### config.mk
export PLATFORM = sky130hd
export DESIGN_NAME = write_combine_buf
export DESIGN_NICKNAME = d
export VERILOG_FILES = /design/src/rtl/wcb_pkg.sv /design/src/rtl/wcb_line_store.sv /design/src/rtl/wcb_trigger.sv /design/src/rtl/wcb_ctrl.sv /design/src/rtl/write_combine_buf.sv
export SDC_FILE = /design/constraint.sdc
export NUM_CORES = 1
export LEC_CHECK = 0
export BUFFER_PORTS_ARGS = -buffer_cell sky130_fd_sc_hd__buf_2
export CAP_MARGIN = 20
export CORE_AREA = 2 2 166 168
export CTS_BUF_LIST = sky130_fd_sc_hd__clkbuf_8
export DETAILED_ROUTE_END_ITERATION = 10
export DIE_AREA = 0 0 168 170
export PLACE_DENSITY_LB_ADDON = 0.05
export SKIP_CTS_REPAIR_TIMING = 1
export SYNTH_ARGS = -nofsm -noshare
export SYNTH_HDL_FRONTEND = slang
export SYNTH_SLANG_ARGS = --single-unit
### constraint.sdc
create_clock -name clk -period 4.1 [get_ports clk]
set_input_delay 1.025 -clock clk [delete_from_list [all_inputs] [get_ports clk]]
set_output_delay 1.025 -clock clk [all_outputs]
set_load 0.01 [all_outputs]
### src/rtl/wcb_pkg.sv
package wcb_pkg;
   typedef enum logic [1:0] {
      WCB_EMPTY = 2'd0,
      WCB_HOLD  = 2'd1,
      WCB_DRAIN = 2'd2
   } wcb_state_e;
endpackage

### src/rtl/wcb_line_store.sv
module wcb_line_store #(
   parameter int DATA_W     = 32,
   parameter int LINE_BYTES = 32,
   localparam int LANE_B    = DATA_W / 8,
   localparam int LANES     = LINE_BYTES / LANE_B,
   localparam int IDX_W     = (LANES > 1) ? $clog2(LANES) : 1
) (
   input  logic                    clk,
   input  logic                    rst_n,
   input  logic                    wr_en,
   input  logic [IDX_W-1:0]        wr_idx,
   input  logic [DATA_W-1:0]       wr_data,
   input  logic [LANE_B-1:0]       wr_be,
   input  logic                    clr,
   output logic [LINE_BYTES*8-1:0] line_data,
   output logic [LINE_BYTES-1:0]   line_mask,
   output logic                    merged_full
);
   logic [LINE_BYTES-1:0]   place;
   logic [LINE_BYTES*8-1:0] wide_data;
   logic [LINE_BYTES*8-1:0] data_q;
   logic [LINE_BYTES-1:0]   mask_q;

   assign wide_data = {LANES{wr_data}};

   for (genvar g = 0; g < LANES; g++) begin : g_lane
      assign place[g*LANE_B +: LANE_B] =
         (wr_en && (wr_idx == IDX_W'(g))) ? wr_be : '0;
   end

   always_ff @(posedge clk) begin
      if (!rst_n) begin
         data_q <= '0;
         mask_q <= '0;
      end else if (clr) begin
         data_q <= '0;
         mask_q <= '0;
      end else begin
         for (int i = 0; i < LINE_BYTES; i++) begin
            if (place[i]) begin
               data_q[i*8 +: 8] <= wide_data[i*8 +: 8];
               mask_q[i]        <= 1'b1;
            end
         end
      end
   end

   assign line_data   = data_q;
   assign line_mask   = mask_q;
   assign merged_full = &(mask_q | place);
endmodule

### src/rtl/wcb_trigger.sv
module wcb_trigger #(
   parameter int ADDR_W = 32,
   parameter int OFF_W  = 5,
   localparam int TAG_W = ADDR_W - OFF_W
) (
   input  logic [TAG_W-1:0]  tag,
   input  logic [ADDR_W-1:0] wr_addr,
   input  logic [ADDR_W-1:0] rd_addr,
   input  logic              ev_fence,
   input  logic              ev_uncached,
   input  logic              ev_intr,
   input  logic              ev_locked,
   output logic              wr_hit,
   output logic              rd_hit,
   output logic              ev_any
);
   assign wr_hit = (wr_addr[ADDR_W-1:OFF_W] == tag);
   assign rd_hit = (rd_addr[ADDR_W-1:OFF_W] == tag);
   assign ev_any = ev_fence | ev_uncached | ev_intr | ev_locked;
endmodule

### src/rtl/wcb_ctrl.sv
module wcb_ctrl #(
   parameter int TAG_W = 27
) (
   input  logic             clk,
   input  logic             rst_n,
   input  logic             wr_valid,
   input  logic [TAG_W-1:0] wr_line,
   input  logic             wr_hit,
   input  logic             rd_valid,
   input  logic             rd_hit,
   input  logic             ev_any,
   input  logic             merged_full,
   input  logic             lw_ready,
   output logic             wr_ready,
   output logic             rd_ready,
   output logic             store_wr,
   output logic             store_clr,
   output logic             lw_valid,
   output logic [TAG_W-1:0] tag,
   output logic             drain_done
);
   import wcb_pkg::*;

   wcb_state_e       st_q, st_d;
   logic [TAG_W-1:0] tag_q;
   logic             done_q;
   logic             wr_fire;

   always_comb begin
      wr_ready = !ev_any && ((st_q == WCB_EMPTY) || ((st_q == WCB_HOLD) && wr_hit));
      wr_fire  = wr_valid && wr_ready;
      rd_ready = (st_q == WCB_EMPTY) || !rd_hit;
      st_d     = st_q;
      case (st_q)
         WCB_EMPTY: if (wr_fire) st_d = merged_full ? WCB_DRAIN : WCB_HOLD;
         WCB_HOLD: begin
            if ((wr_fire && merged_full) || ev_any ||
                (wr_valid && !wr_hit) || (rd_valid && rd_hit))
               st_d = WCB_DRAIN;
         end
         WCB_DRAIN: if (lw_ready) st_d = WCB_EMPTY;
         default:   st_d = WCB_EMPTY;
      endcase
   end

   assign store_wr  = wr_fire;
   assign lw_valid  = (st_q == WCB_DRAIN);
   assign store_clr = lw_valid && lw_ready;

   always_ff @(posedge clk) begin
      if (!rst_n) begin
         st_q   <= WCB_EMPTY;
         tag_q  <= '0;
         done_q <= 1'b0;
      end else begin
         st_q   <= st_d;
         done_q <= store_clr;
         if ((st_q == WCB_EMPTY) && wr_fire) tag_q <= wr_line;
      end
   end

   assign tag        = tag_q;
   assign drain_done = done_q;
endmodule

### src/rtl/write_combine_buf.sv
module write_combine_buf #(
   parameter int ADDR_W     = 32,
   parameter int DATA_W     = 32,
   parameter int LINE_BYTES = 32,
   localparam int LANE_B    = DATA_W / 8,
   localparam int LANES     = LINE_BYTES / LANE_B,
   localparam int OFF_W     = $clog2(LINE_BYTES),
   localparam int LOFF_W    = (LANE_B > 1) ? $clog2(LANE_B) : 0,
   localparam int IDX_W     = (LANES > 1) ? $clog2(LANES) : 1,
   localparam int TAG_W     = ADDR_W - OFF_W
) (
   input  logic                    clk,
   input  logic                    rst_n,
   input  logic                    wr_valid,
   output logic                    wr_ready,
   input  logic [ADDR_W-1:0]       wr_addr,
   input  logic [DATA_W-1:0]       wr_data,
   input  logic [LANE_B-1:0]       wr_be,
   input  logic                    rd_valid,
   input  logic [ADDR_W-1:0]       rd_addr,
   output logic                    rd_ready,
   input  logic                    ev_fence,
   input  logic                    ev_uncached,
   input  logic                    ev_intr,
   input  logic                    ev_locked,
   output logic                    lw_valid,
   input  logic                    lw_ready,
   output logic [ADDR_W-1:0]       lw_addr,
   output logic [LINE_BYTES*8-1:0] lw_data,
   output logic [LINE_BYTES-1:0]   lw_mask,
   output logic                    drain_done
);
   if (DATA_W % 8 != 0 || DATA_W < 8) begin : g_bad_data
      $error("DATA_W must be a whole number of bytes");
   end
   if ((LINE_BYTES & (LINE_BYTES - 1)) != 0 || LINE_BYTES < 2 * LANE_B) begin : g_bad_line
      $error("LINE_BYTES must be a power of two holding at least two words");
   end
   if ((LANE_B & (LANE_B - 1)) != 0) begin : g_bad_lane
      $error("DATA_W/8 must be a power of two");
   end
   if (ADDR_W <= OFF_W) begin : g_bad_addr
      $error("ADDR_W too small for the line size");
   end

   logic             wr_hit, rd_hit, ev_any, merged_full;
   logic             store_wr, store_clr;
   logic [TAG_W-1:0] tag;
   logic [IDX_W-1:0] wr_idx;

   if (LANES > 1) begin : g_idx
      assign wr_idx = wr_addr[OFF_W-1:LOFF_W];
   end else begin : g_idx_one
      assign wr_idx = '0;
   end

   wcb_trigger #(.ADDR_W(ADDR_W), .OFF_W(OFF_W)) u_trigger (
      .tag(tag), .wr_addr(wr_addr), .rd_addr(rd_addr),
      .ev_fence(ev_fence), .ev_uncached(ev_uncached),
      .ev_intr(ev_intr), .ev_locked(ev_locked),
      .wr_hit(wr_hit), .rd_hit(rd_hit), .ev_any(ev_any)
   );

   wcb_ctrl #(.TAG_W(TAG_W)) u_ctrl (
      .clk(clk), .rst_n(rst_n),
      .wr_valid(wr_valid), .wr_line(wr_addr[ADDR_W-1:OFF_W]), .wr_hit(wr_hit),
      .rd_valid(rd_valid), .rd_hit(rd_hit), .ev_any(ev_any),
      .merged_full(merged_full), .lw_ready(lw_ready),
      .wr_ready(wr_ready), .rd_ready(rd_ready),
      .store_wr(store_wr), .store_clr(store_clr),
      .lw_valid(lw_valid), .tag(tag), .drain_done(drain_done)
   );

   wcb_line_store #(.DATA_W(DATA_W), .LINE_BYTES(LINE_BYTES)) u_store (
      .clk(clk), .rst_n(rst_n),
      .wr_en(store_wr), .wr_idx(wr_idx), .wr_data(wr_data), .wr_be(wr_be),
      .clr(store_clr),
      .line_data(lw_data), .line_mask(lw_mask), .merged_full(merged_full)
   );

   assign lw_addr = {tag, {OFF_W{1'b0}}};


   lw_mask_nonempty_chk: assert property (@(posedge clk) disable iff (!rst_n)
      lw_valid |-> (lw_mask != '0));


   lw_hold_chk: assert property (@(posedge clk) disable iff (!rst_n)
      (lw_valid && !lw_ready) |=> (lw_valid && $stable(lw_mask) &&
                                   $stable(lw_data) && $stable(lw_addr)));


   drain_clears_chk: assert property (@(posedge clk) disable iff (!rst_n)
      (lw_valid && lw_ready) |=> (drain_done && (lw_mask == '0) && !lw_valid));


   done_pulse_chk: assert property (@(posedge clk) disable iff (!rst_n)
      drain_done |=> !drain_done);


   rd_hit_block_chk: assert property (@(posedge clk) disable iff (!rst_n)
      (rd_valid && rd_ready && (lw_mask != '0)) |->
         (rd_addr[ADDR_W-1:OFF_W] != lw_addr[ADDR_W-1:OFF_W]));
endmodule

==> impl_metrics.yaml <==
clock_tree:
  numCtsBuffers: 52
  cts-root-buf: "clkbuf_8"
  cts_tree: "done"
  cts_max_path_buffers: 3
  htree_levels: 2
  cts.sinks: 318
  clkTransAtPathRegs_ns: 0.06
  clkLatencyLatePin_ns: 0.59
synth:
  synth-edff-count: 0
  ys_seq_area_share_pct: 52.0
  synthCells: 1468
  synth_top_flop_cell: "dfxtp_1"
  ys_warn_count: 0
  syn_avg_cell_area_um2: 8.34
  synth_area_mm2: 0.0122
  synthArstFlopShare_pct: 0
  synth.distinct_cells: 39
  ys_ff_latch: 318
timing:
  tightest_slew_ns: 0.893
  max_freq_mhz: 267
  whs_ns: 0.444
  worst_slack_ns: 0.348
  hold_viol: 0
  fin_setup_tns_ns: 0
  rsz0062_at_grt: "no"
  drv_slew: 0
  fin_skew_ns: 0.0191
  fin_crit_ns: 3.75
  setup_viol: 0
  min_period_over_period_pct: 91.5
  maxSlewHeadroom_pct: 40.5
floorplan:
  die_w_um: 168
  initial_core_util_pct: 46.0
  dieArea_mm2: 0.0286
  row_count: 60
  coreArea_mm2: 0.0267
  io_pins: 433
  die_y_um: 170
critical_path:
  worstPathArrival_ns: 2.73
  criticalPathCategory: "primary input to primary output"
  end_kind: "primary output"
  crit_chain: "buf_2 > xor2_1 > nor4_1 > nand4_1 > nor4_1 > o21ai_0 > buf_2"
  crit_path_max_fanout: 2
  cp.required_ns: 3.07
  critical-path-max-stage-delay_ns: 0.60
  crit_slowest_cell: "nor4_1"
  crit_path_start_kind: "primary input"
run:
  drv_cap: 0
power_and_ir_drop:
  power.leakage_nw: 6.71
  power_mw: 6.15
  powerDensity_mw_per_mm2: 394
  ir_worst_vdd_mv: 0.304
route:
  dr.pass1.iters: 7
  viasPerCell: 5.02
  drc_errors: 0
  ant_nets: 0
  detail_route.iter0.violations: 724
  vias: 11200
  post_drt_wl_per_cell_um: 17.4
  finalWirelength_mm: 38.7
placement:
  post-place-ws_ns: 0.130
  postPlaceCellArea_mm2: 0.0145
  gp_congestion: 0.860
  dpl.hpwl_mm: 27.5
  placed_cells: 2136
  io_buffers: 420
final_layout:
  syn2layout_area_growth_pct: 27.2
  final_cell_mix: "buf_2 (420), nand2_1 (400), dfxtp_1 (318)"
  fin_nets: 1958
  drive_gt1_share_pct: 28.7
  final_common_cell: "buf_2"
  final_util_pct: 58.5
  final_cells: 2232
  final_area_mm2: 0.0156
global_routing:
  grt_util_all_layers_pct: 25.8
  antenna_found_initial: 4
  grt_overflow: 0
  grt_pass1_vias: 10500
  grt_pass1_wl_mm: 58.5
  grt_start_max_net_pins: 86
worst_hold_path:
  holdCritPathClass: "flop to flop"
outcome:
  status: "completed"
## where the power goes
part | internal [mW] | switching [mW]
Clock | 1.49 | 1.24
Sequential | 3.10 | 0.0104
Combinational | 0.0934 | 0.208
## routing by layer
metal,part of all wire [%],global-route usage (%)
met5,0,0
met4,3.0,9.30
met3,8.4,8.05
met2,47,42.5
met1,42,32.1
## final cells by class
class | count | area, um2
Antenna cell | 4 | 10.0
Clock buffer | 69 | 950
Clock inverter | 23 | 98.8
Fill cell | 2460 | 11100
Inverter | 2 | 7.51
Multi-Input combinational cell | 1025 | 5390
Sequential cell | 318 | 6370
Tap cell | 341 | 427
Timing Repair Buffer | 450 | 2340
## logic make-up (layout without fill, tap and decap cells)
group	after synthesis	in the layout	synth area share, %
other	1	9	0.0306
AO/OA/AOI/OAI	247	247	10.5
AND/OR/NAND/NOR	636	636	22.4
buffers and inverters	129	544	4.47
flip-flops	318	318	52.0
multiplexers	83	83	6.78
XOR/XNOR	54	54	3.86
## Yosys cell counts, types with 10 or more instances
library cell	n	area [um2]
a21oi_1	234	1170
and2_1	33	206
buf_2	10	50.1
clkbuf_1	100	375
dfxtp_1	318	6370
mux2i_1	83	831
nand2_1	401	1510
nand3_1	34	170
nor2_1	89	334
nor2b_1	33	206
nor4_1	15	93.8
xnor2_1	14	123
xor2_1	40	350
## flip-flops by register name (all words and copies together), names as in the netlist
name / cells
u_store.line_data: 256
u_ctrl.tag: 27
u_ctrl.st_q: 2
u_store.line_mask: 32
u_ctrl.drain_done: 1
## worst max-delay path: cells and delay by family
| family | cells | cell delay, ns |
|---|---|---|
| buf+inv | 2 | 0.28 |
| xor+xnor | 1 | 0.14 |
| compound gates | 1 | 0.17 |
| simple gates | 3 | 1.12 |
## worst paths after layout
path	to	slack, ns	cells past startpoint	start
worst max-delay path	rd_ready	0.35	7	rd_addr[20]
worst min-delay path	u_store.line_data[61]$_SDFFE_PP0P_	0.44	2	u_store.line_data[61]$_SDFFE_PP0P_
worst max register to register	u_ctrl.st_q[1]$_SDFFE_PN0P_	0.84	9	u_ctrl.st_q[1]$_SDFFE_PN0P_
worst min register to register	u_store.line_data[61]$_SDFFE_PP0P_	0.44	2	u_store.line_data[61]$_SDFFE_PP0P_
Power figures use the tool's default switching activity.
